[src/rtl/sysreg_pkg.sv]
package sysreg_pkg;

    localparam int unsigned DATA_W = 32;

    // Register offsets (bytes)
    localparam logic [7:0] OFF_FLAG_SET = 8'h30;
    localparam logic [7:0] OFF_FLAG_CLR = 8'h34;
    localparam logic [7:0] OFF_DATA     = 8'hA0;
    localparam logic [7:0] OFF_CTRL     = 8'hA4;
    localparam logic [7:0] OFF_STAT     = 8'hA8;
    localparam int unsigned WINDOW_BYTES = 'hD4;

    // Oscillator frequencies (Hz)
    localparam logic [DATA_W-1:0] HZ_25M = 32'd25_000_000;
    localparam logic [DATA_W-1:0] HZ_24M = 32'd24_000_000;
    localparam logic [DATA_W-1:0] HZ_50M = 32'd50_000_000;
    localparam logic [DATA_W-1:0] HZ_40M = 32'd40_000_000;
    localparam logic [DATA_W-1:0] HZ_35M = 32'd35_000_000;

    localparam logic [5:0] FUNC_OSC = 6'd1;

    typedef enum logic [2:0] {
        SEL_NONE,
        SEL_FLAG_SET,
        SEL_FLAG_CLR,
        SEL_DATA,
        SEL_CTRL,
        SEL_STAT
    } reg_sel_e;

    typedef struct packed {
        logic        start;
        logic        is_write;
        logic [3:0]  ctrl_id;
        logic [5:0]  func;
        logic [1:0]  site;
        logic [3:0]  pos;
        logic [11:0] dev;
    } cfg_cmd_t;

    function automatic cfg_cmd_t unpack_cmd(input logic [DATA_W-1:0] w);
        cfg_cmd_t c;
        c.start    = w[31];
        c.is_write = w[30];
        c.ctrl_id  = w[29:26];
        c.func     = w[25:20];
        c.site     = w[17:16];
        c.pos      = w[15:12];
        c.dev      = w[11:0];
        return c;
    endfunction

endpackage

[src/rtl/cfg_addr_decode.sv]
module cfg_addr_decode
    import sysreg_pkg::*;
#(
    parameter int unsigned ADDR_W = 8
) (
    input  logic [ADDR_W-1:0] addr,
    output reg_sel_e          sel
);

    localparam int unsigned LAST_BYTE = WINDOW_BYTES - 1;

    logic in_window;
    logic aligned;

    assign in_window = (32'(addr) <= LAST_BYTE);
    assign aligned   = (addr[1:0] == 2'b00);

    always_comb begin
        sel = SEL_NONE;
        if (in_window && aligned) begin
            if      (addr == ADDR_W'(OFF_FLAG_SET)) sel = SEL_FLAG_SET;
            else if (addr == ADDR_W'(OFF_FLAG_CLR)) sel = SEL_FLAG_CLR;
            else if (addr == ADDR_W'(OFF_DATA))     sel = SEL_DATA;
            else if (addr == ADDR_W'(OFF_CTRL))     sel = SEL_CTRL;
            else if (addr == ADDR_W'(OFF_STAT))     sel = SEL_STAT;
        end
    end

endmodule

[src/rtl/cfg_cmd_decode.sv]
module cfg_cmd_decode
    import sysreg_pkg::*;
(
    input  logic              ctrl_wr,
    input  logic [DATA_W-1:0] ctrl_word,
    output cfg_cmd_t          cmd,
    output logic              osc_read_req
);

    logic dest_ok;

    assign cmd     = unpack_cmd(ctrl_word);
    assign dest_ok = (cmd.ctrl_id == 4'd0) && (cmd.pos == 4'd0) && (cmd.func == FUNC_OSC);

    // Only a started, non-write command to the oscillator function is serviced
    assign osc_read_req = ctrl_wr && cmd.start && !cmd.is_write && dest_ok;

endmodule

[src/rtl/cfg_osc_rom.sv]
module cfg_osc_rom
    import sysreg_pkg::*;
(
    input  logic [1:0]        site,
    input  logic [11:0]       dev,
    output logic              hit,
    output logic [DATA_W-1:0] freq
);

    logic [DATA_W-1:0] mb_freq;
    logic [DATA_W-1:0] tile_freq;

    always_comb begin
        unique case (dev)
            12'd0, 12'd1: mb_freq = HZ_25M;
            12'd2:        mb_freq = HZ_24M;
            default:      mb_freq = '0;
        endcase
    end

    always_comb begin
        unique case (dev)
            12'd0, 12'd5:        tile_freq = HZ_50M;
            12'd4, 12'd7, 12'd8: tile_freq = HZ_40M;
            12'd6:               tile_freq = HZ_35M;
            default:             tile_freq = '0;
        endcase
    end

    // Sites 2 and 3 are not populated: no load
    assign hit  = (site == 2'd0) || (site == 2'd1);
    assign freq = (site == 2'd0) ? mb_freq : tile_freq;

endmodule

[src/rtl/sys_cfg_bridge.sv]
module sys_cfg_bridge
    import sysreg_pkg::*;
#(
    parameter int unsigned ADDR_W = 8
) (
    input  logic              clk,
    input  logic              rst,
    input  logic [ADDR_W-1:0] bus_addr,
    input  logic              bus_wr_en,
    input  logic [31:0]       bus_wdata,
    input  logic              bus_rd_en,
    output logic [31:0]       bus_rdata
);

    reg_sel_e          sel;
    cfg_cmd_t          cmd;
    logic              osc_read_req;
    logic              rom_hit;
    logic [DATA_W-1:0] rom_freq;
    logic              load_freq;
    logic [DATA_W-1:0] data_q;
    logic [DATA_W-1:0] flags_q;
    logic [DATA_W-1:0] rd_mux;

    cfg_addr_decode #(.ADDR_W(ADDR_W)) addr_dec_i (
        .addr (bus_addr),
        .sel  (sel)
    );

    cfg_cmd_decode cmd_dec_i (
        .ctrl_wr      (bus_wr_en && (sel == SEL_CTRL)),
        .ctrl_word    (bus_wdata),
        .cmd          (cmd),
        .osc_read_req (osc_read_req)
    );

    cfg_osc_rom osc_rom_i (
        .site (cmd.site),
        .dev  (cmd.dev),
        .hit  (rom_hit),
        .freq (rom_freq)
    );

    assign load_freq = osc_read_req && rom_hit;

    always_ff @(posedge clk) begin
        if (rst) begin
            data_q <= '0;
        end else if (bus_wr_en && sel == SEL_DATA) begin
            data_q <= bus_wdata;
        end else if (load_freq) begin
            data_q <= rom_freq;
        end
    end

    always_ff @(posedge clk) begin
        if (rst) begin
            flags_q <= '0;
        end else if (bus_wr_en && sel == SEL_FLAG_SET) begin
            flags_q <= flags_q | bus_wdata;
        end else if (bus_wr_en && sel == SEL_FLAG_CLR) begin
            flags_q <= '0;
        end
    end

    always_comb begin
        unique case (sel)
            SEL_FLAG_SET, SEL_FLAG_CLR: rd_mux = flags_q;
            SEL_DATA:                   rd_mux = data_q;
            SEL_STAT:                   rd_mux = 32'd1;
            default:                    rd_mux = '0;
        endcase
    end

    always_ff @(posedge clk) begin
        if (rst) begin
            bus_rdata <= '0;
        end else if (bus_rd_en) begin
            bus_rdata <= rd_mux;
        end
    end


    data_store_chk: assert property (@(posedge clk) disable iff (rst)
        (bus_wr_en && sel == SEL_DATA) |=> (data_q == $past(bus_wdata)));


    idle_ctrl_chk: assert property (@(posedge clk) disable iff (rst)
        (bus_wr_en && sel == SEL_CTRL && !bus_wdata[31]) |=> $stable(data_q));


    wr_cmd_inert_chk: assert property (@(posedge clk) disable iff (rst)
        (bus_wr_en && sel == SEL_CTRL && bus_wdata[31] && bus_wdata[30])
        |=> ($stable(data_q) && $stable(flags_q)));


    status_one_chk: assert property (@(posedge clk) disable iff (rst)
        (bus_rd_en && sel == SEL_STAT) |=> (bus_rdata == 32'd1));


    unmapped_zero_chk: assert property (@(posedge clk) disable iff (rst)
        (bus_rd_en && sel == SEL_NONE) |=> (bus_rdata == 32'd0));


    rdata_hold_chk: assert property (@(posedge clk) disable iff (rst)
        !bus_rd_en |=> $stable(bus_rdata));

endmodule

[config.mk]
export PLATFORM = sky130hd
export DESIGN_NAME = sys_cfg_bridge
export DESIGN_NICKNAME = d
export VERILOG_FILES = /design/src/rtl/sysreg_pkg.sv /design/src/rtl/cfg_addr_decode.sv /design/src/rtl/cfg_cmd_decode.sv /design/src/rtl/cfg_osc_rom.sv /design/src/rtl/sys_cfg_bridge.sv
export SDC_FILE = /design/constraint.sdc
export NUM_CORES = 1
export LEC_CHECK = 0
export BUFFER_PORTS_ARGS = -buffer_cell sky130_fd_sc_hd__buf_4
export CORE_ASPECT_RATIO = 0.5
export CORE_MARGIN = 3
export CORE_UTILIZATION = 45
export DETAILED_ROUTE_END_ITERATION = 6
export GPL_ROUTABILITY_DRIVEN = 0
export PLACE_DENSITY = 0.66
export SETUP_SLACK_MARGIN = 0.05
export SLEW_MARGIN = 20
export SYNTH_ARGS = -nofsm -noshare
export SYNTH_HDL_FRONTEND = slang
export SYNTH_HIERARCHICAL = 1
export SYNTH_SLANG_ARGS = --single-unit
[constraint.sdc]
create_clock -name clk -period 3.9 [get_ports clk]
set_input_delay 0.585 -clock clk [delete_from_list [all_inputs] [get_ports clk]]
set_output_delay 0.585 -clock clk [all_outputs]
set_load 0.02 [all_outputs]
**Word-level counts from Yosys, hierarchy flattened**

Index checks and enable logic that the tools add are counted.

- Flip-flop bits (word level): 96
- Output and inout port bits: 32
- Logic and storage cells: 62

- Order comparisons: 1
- Equality and inequality tests: 19
- Muxes and demuxes: 14
- Bitwise operators: 1
- Reduce and logical (&&, ||, !) cells: 24

Operators by type and width:

| operator | number |
|---|---|
| $mux W32 | 4 |
| $pmux W32 S3 | 1 |
| $pmux W26 S3 | 1 |
| $pmux W25 S2 | 1 |
| $eq A12 B3 Y1 const B | 4 |
| $or A32 B32 Y32 | 1 |
| $mux W26 | 1 |
| $eq A8 B8 Y1 const B | 3 |
| $mux W3 | 6 |
| $eq A8 B6 Y1 const B | 2 |
| $eq A12 B1 Y1 const B | 1 |
| $eq A12 B2 Y1 const B | 1 |
| $eq A12 B4 Y1 const B | 1 |
| $logic_not A12 Y1 | 1 |
| $logic_and A1 B1 Y1 | 11 |
| $le A8 B8 Y1 const B | 1 |
| $logic_not A4 Y1 | 2 |
| $eq A3 B2 Y1 const B | 2 |
| $eq A3 B3 Y1 const B | 2 |
| $eq A6 B1 Y1 const B | 1 |
| $reduce_or A2 Y1 | 3 |
| $logic_not A2 Y1 | 2 |
| $reduce_bool A2 Y1 | 2 |
| $eq A3 B1 Y1 const B | 1 |
| 4 further kinds | 4 |

**Depth between registers and ports, before layout**

- Depth in word-level cells: 15
- Mapped depth: 12

**Cells and area by module**

Netlist, hierarchy kept.

By module, submodules not included:

| module | instances | cells an instance | area each (um^2) | sequential area each (um^2) |
|---|---|---|---|---|
| sys_cfg_bridge | 1 | 407 | 3669.8 | 1921.8 |
| cfg_osc_rom | 1 | 75 | 483.0 | 0.0 |
| cfg_cmd_decode | 1 | 36 | 290.3 | 0.0 |
| cfg_addr_decode | 1 | 9 | 83.8 | 0.0 |

**Worst setup path before layout**

OpenSTA, ideal clock, no wires.

- Path type: in2reg
- From: input bus_addr[6]
- To: register data_q[15]
- Library setup time: 0.091 ns
- Arrival time: 2.973 ns
- Data required time: 3.809 ns
- Path slack: 0.836 ns
- Stages on the path: 12
- Path buffers: 2
- Path through: or4b_4 > nor3_1 > nand2_1 > nor3_1 > nand2_1 > nand4b_1 > nor4_2 > and2_1 > buf_2 > clkbuf_1 > nand2_1 > a311oi_1

- Cells in the longest elaborated chain, start to end: 14

Ends and longest elaborated chain:

| element | line | RTL |
|---|---|---|
| start, declared | sys_cfg_bridge.sv:8 | `input logic [ADDR_W-1:0] bus_addr,` |
| $eq A8 B8 Y1 | cfg_addr_decode.sv:25 | `else if (addr == ADDR_W'(OFF_STAT)) sel = SEL_STAT;` |
| $mux W3 | cfg_addr_decode.sv:25 |  |
| $mux W3 | cfg_addr_decode.sv:24 | `else if (addr == ADDR_W'(OFF_CTRL)) sel = SEL_CTRL;` |
| $mux W3 | cfg_addr_decode.sv:23 | `else if (addr == ADDR_W'(OFF_DATA)) sel = SEL_DATA;` |
| $mux W3 | cfg_addr_decode.sv:22 | `else if (addr == ADDR_W'(OFF_FLAG_CLR)) sel = SEL_FLAG_CLR;` |
| $mux W3 | cfg_addr_decode.sv:21 | `if (addr == ADDR_W'(OFF_FLAG_SET)) sel = SEL_FLAG_SET;` |
| $mux W3 (*) | cfg_addr_decode.sv:20 | `if (in_window && aligned) begin` |
| via sel[2] | sys_cfg_bridge.sv:15 | `reg_sel_e sel;` |
| $eq A3 B3 Y1 (*) | sys_cfg_bridge.sv:31 | `.ctrl_wr (bus_wr_en && (sel == SEL_CTRL)),` |
| $logic_and A1 B1 Y1 (*) | sys_cfg_bridge.sv:31 |  |
| $logic_and A1 B1 Y1 (*) (3 in a row) | cfg_cmd_decode.sv:16 | `assign osc_read_req = ctrl_wr && cmd.start && !cmd.is_write && dest_ok;` |
| via osc_read_req | sys_cfg_bridge.sv:17 | `logic osc_read_req;` |
| $logic_and A1 B1 Y1 (*) | sys_cfg_bridge.sv:44 | `assign load_freq = osc_read_req && rom_hit;` |
| $reduce_bool A2 Y1 (no line) (*) | n/a |  |
| end signal, assigned | sys_cfg_bridge.sv:50 | `data_q <= bus_wdata;` |
| end signal, assigned | sys_cfg_bridge.sv:52 | `data_q <= rom_freq;` |
| end, declared | sys_cfg_bridge.sv:21 | `logic [DATA_W-1:0] data_q;` |

Mark *: on every way through the listed nets, which the timed path passes. The rest lies on a longest branch.
A chain may end at the register's enable or synchronous reset.

**Final worst setup path**

- From: input bus_addr[6]
- To: register data_q[6]

RTL lines:

| element | line |
|---|---|
| $eq A8 B8 Y1 | cfg_addr_decode.sv:24 |
| $mux W3 | cfg_addr_decode.sv:24 |
| $mux W3 | cfg_addr_decode.sv:23 |
| $mux W3 | cfg_addr_decode.sv:22 |
| $mux W3 | cfg_addr_decode.sv:21 |
| $mux W3 (*) | cfg_addr_decode.sv:20 |
| via sel[1] | sys_cfg_bridge.sv:15 |
| $eq A3 B3 Y1 (*) | sys_cfg_bridge.sv:31 |
| $logic_and A1 B1 Y1 (*) | sys_cfg_bridge.sv:31 |
| $logic_and A1 B1 Y1 (*) (3 in a row) | cfg_cmd_decode.sv:16 |
| via osc_read_req | sys_cfg_bridge.sv:17 |
| $logic_and A1 B1 Y1 (*) | sys_cfg_bridge.sv:44 |
| $reduce_bool A2 Y1 (no line) (*) | n/a |

Marked as above.

==> impl_metrics.env <==
export IMPL_status="finished clean"
export IMPL_cts_sinks=96
export IMPL_fillers=862
export IMPL_syn_area_per_cell_um2=8.624
export IMPL_grt_pass1_vias=3565
export IMPL_port_buffers=75
export IMPL_grt_start_max_net_pins=45
export IMPL_drt_initial_drc_count=274
export IMPL_cts_buffer_depth=2
export IMPL_via_count=3695
export IMPL_hold_viol_final=0
export IMPL_yosysWarnings=6
export IMPL_area_growth_pct=16.18
export IMPL_fin_util_pct=56.27
export IMPL_grt_antenna_before_repair=0
export IMPL_p_leak_uw=0.001952
export IMPL_start_util_pct=48.43
export IMPL_netlist_instances=511
export IMPL_routedWlPerCell_um=16.19
export IMPL_critPathLaunch="bus_addr[6]"
export IMPL_grt_overflow=0
export IMPL_clk_latency_ns=0.34
export IMPL_final_nets=592
export IMPL_slowest_stage="a211oi_2"
export IMPL_dieArea_um2=11090
export IMPL_root_buffer="clkbuf_16"
export IMPL_drive_gt1_share_pct=21.34
export IMPL_core_um2=9099
export IMPL_wl_um=11060
export IMPL_grtUsageTotal_pct=20.32
export IMPL_syn_cell_area_um2=4407
export IMPL_cpPeakStageDelay_ns=0.57
export IMPL_drc=0
export IMPL_ir_worst_vdd_mv=0.1831
export IMPL_path_cells="buf_4, or4b_4, a211oi_2, nor3_1, nand2_1, nand4b_1, nor4_2, nand2_1, buf_4, nand2_1, a311oi_1"
export IMPL_die_y_um=75.98
export IMPL_grt_setup_unrepaired="no"
export IMPL_worstPathMaxFanout=28
export IMPL_fin_cells=683
export IMPL_firstDrtPassIters=4
export IMPL_post_cts_resize_count=0
export IMPL_io_pins=76
export IMPL_hold_class="in2reg"
export IMPL_seqCellArea_um2=1922
export IMPL_critPathKind="in2reg"
export IMPL_skew_ns=0.01018
export IMPL_tightest_slew_ns=0.6716
export IMPL_cpMostUsedCell="nand2_1"
export IMPL_clkPwrFrac_pct=42.9
export IMPL_fp_dieW_um=146.0
export IMPL_cts_setup_buffers=0
export IMPL_p_switching_uw=439.1
export IMPL_slew_headroom_pct=55.18
export IMPL_cts_hold_buf=0
export IMPL_end_kind="register"
export IMPL_vias_per_cell=5.410
export IMPL_drv_cap=0
export IMPL_fin_crit_ns=2.871
export IMPL_clk_pin_slew_ns=0.07
export IMPL_startpoint_type="primary input"
export IMPL_htreeDepth=3
export IMPL_crit_required_ns=4.15
export IMPL_dp_cells=667
export IMPL_critPathArrivalTime_ns=3.12
export IMPL_num_rows=24
export IMPL_cts_tree="yes"
export IMPL_p_int_uw=1479
export IMPL_setup_tns_ns=0
export IMPL_slew_viol_final=0
export IMPL_multi_input_area_um2=2087
export IMPL_max_freq_ghz=0.3483
export IMPL_dp_hpwl_um=7482
export IMPL_rr_startpoint="data_q[0]"
export IMPL_grt_pass1_wl_um=18450
export IMPL_cts_buffers=9
export IMPL_p_per_area_nw_per_um2=374.7
export IMPL_antenna_cells=0
export IMPL_p_seq_share_pct=51.2
export IMPL_swShare_pct=22.89
export IMPL_pwr_share_comb_pct=5.9
export IMPL_ant_nets=0
export IMPL_setup_viol=0
export IMPL_finalCritPeriodShare_pct=73.61
export IMPL_hold_path_startpoint="bus_rd_en"
[power by group through the flow]
| stage | combinational, µW | clock, µW | sequential [µW] |
|---|---|---|---|
| 2_1_floorplan | 68.9 | 0 | 1010 |
| 3_3_place_gp | 110 | 0 | 1000 |
| 3_5_place_dp | 111 | 0 | 1000 |
| 4_1_cts | 111 | 838 | 982 |
| 5_1_grt | 122 | 882 | 982 |
| 6_report | 113 | 824 | 982 |
[cells in the final DEF (no fill, tap or decap), drive strengths merged, types with 7 or more instances in the layout]
master / instances
a21oi: 40
a221o: 31
clkbuf: 12
nand2: 70
dfxtp: 96
nor2: 74
nor4: 7
and2: 34
a311oi: 33
conb: 13
buf: 87
[state kept, by name, summed over array words and instances (netlist names)]
register / cells
data_q: 32
bus_rdata: 32
flags_q: 32
[worst paths after layout]
check / to / slack (ns) / depth (start not counted)
setup / recovery: data_q[6] / 1.03 / 11
hold reg to reg: flags_q[20] / 0.47 / 2
setup reg to reg: bus_rdata[0] / 3.00 / 3
hold / removal: bus_rdata[0] / 0.46 / 2
[metrics by stage]
| step | hold WS (ns) | instance area (µm²) | worst slack, ns | total power, µW |
|---|---|---|---|---|
| 6_report | 0.4581 | 5120 | 1.029 | 1918 |
| 5_1_grt | 0.4640 | 5120 | 0.7670 | 1986 |
| 4_1_cts | 0.4538 | 5120 | 1.032 | 1931 |
| 3_5_place_dp | 0.4550 | 4845 | 0.7201 | 1115 |
| 3_3_place_gp | 0.4480 | 4845 | 0.7719 | 1115 |
| 2_1_floorplan | 0.4381 | 4452 | 0.8362 | 1074 |
[critical path, delay by kind of cell]
kind            cells  cell delay, ns
compound gates      2            0.85
buf+inv             2            0.46
simple gates        7            1.21
[area by class of cell]
type                            count  share of cell area, %
Clock buffer                       12                  4.814
Clock inverter                      4                 0.5621
Inverter                            2                 0.1466
Multi-Input combinational cell    352                  40.76
Sequential cell                    96                  37.54
Tap cell                          130                  3.177
Timing Repair Buffer               87                  13.00
[routing by layer]
| metal | vias to the layer above | part of all wire, % | GRT usage (%) |
|---|---|---|---|
| met5 | - | 0 | 0 |
| met4 | 0 | 0.84 | 5.682 |
| met3 | 7 | 4.9 | 4.813 |
| met2 | 87 | 42 | 29.27 |
| met1 | 1762 | 52 | 30.16 |
| li1 | 1839 | - | - |
(Power assumes the default switching activity.)
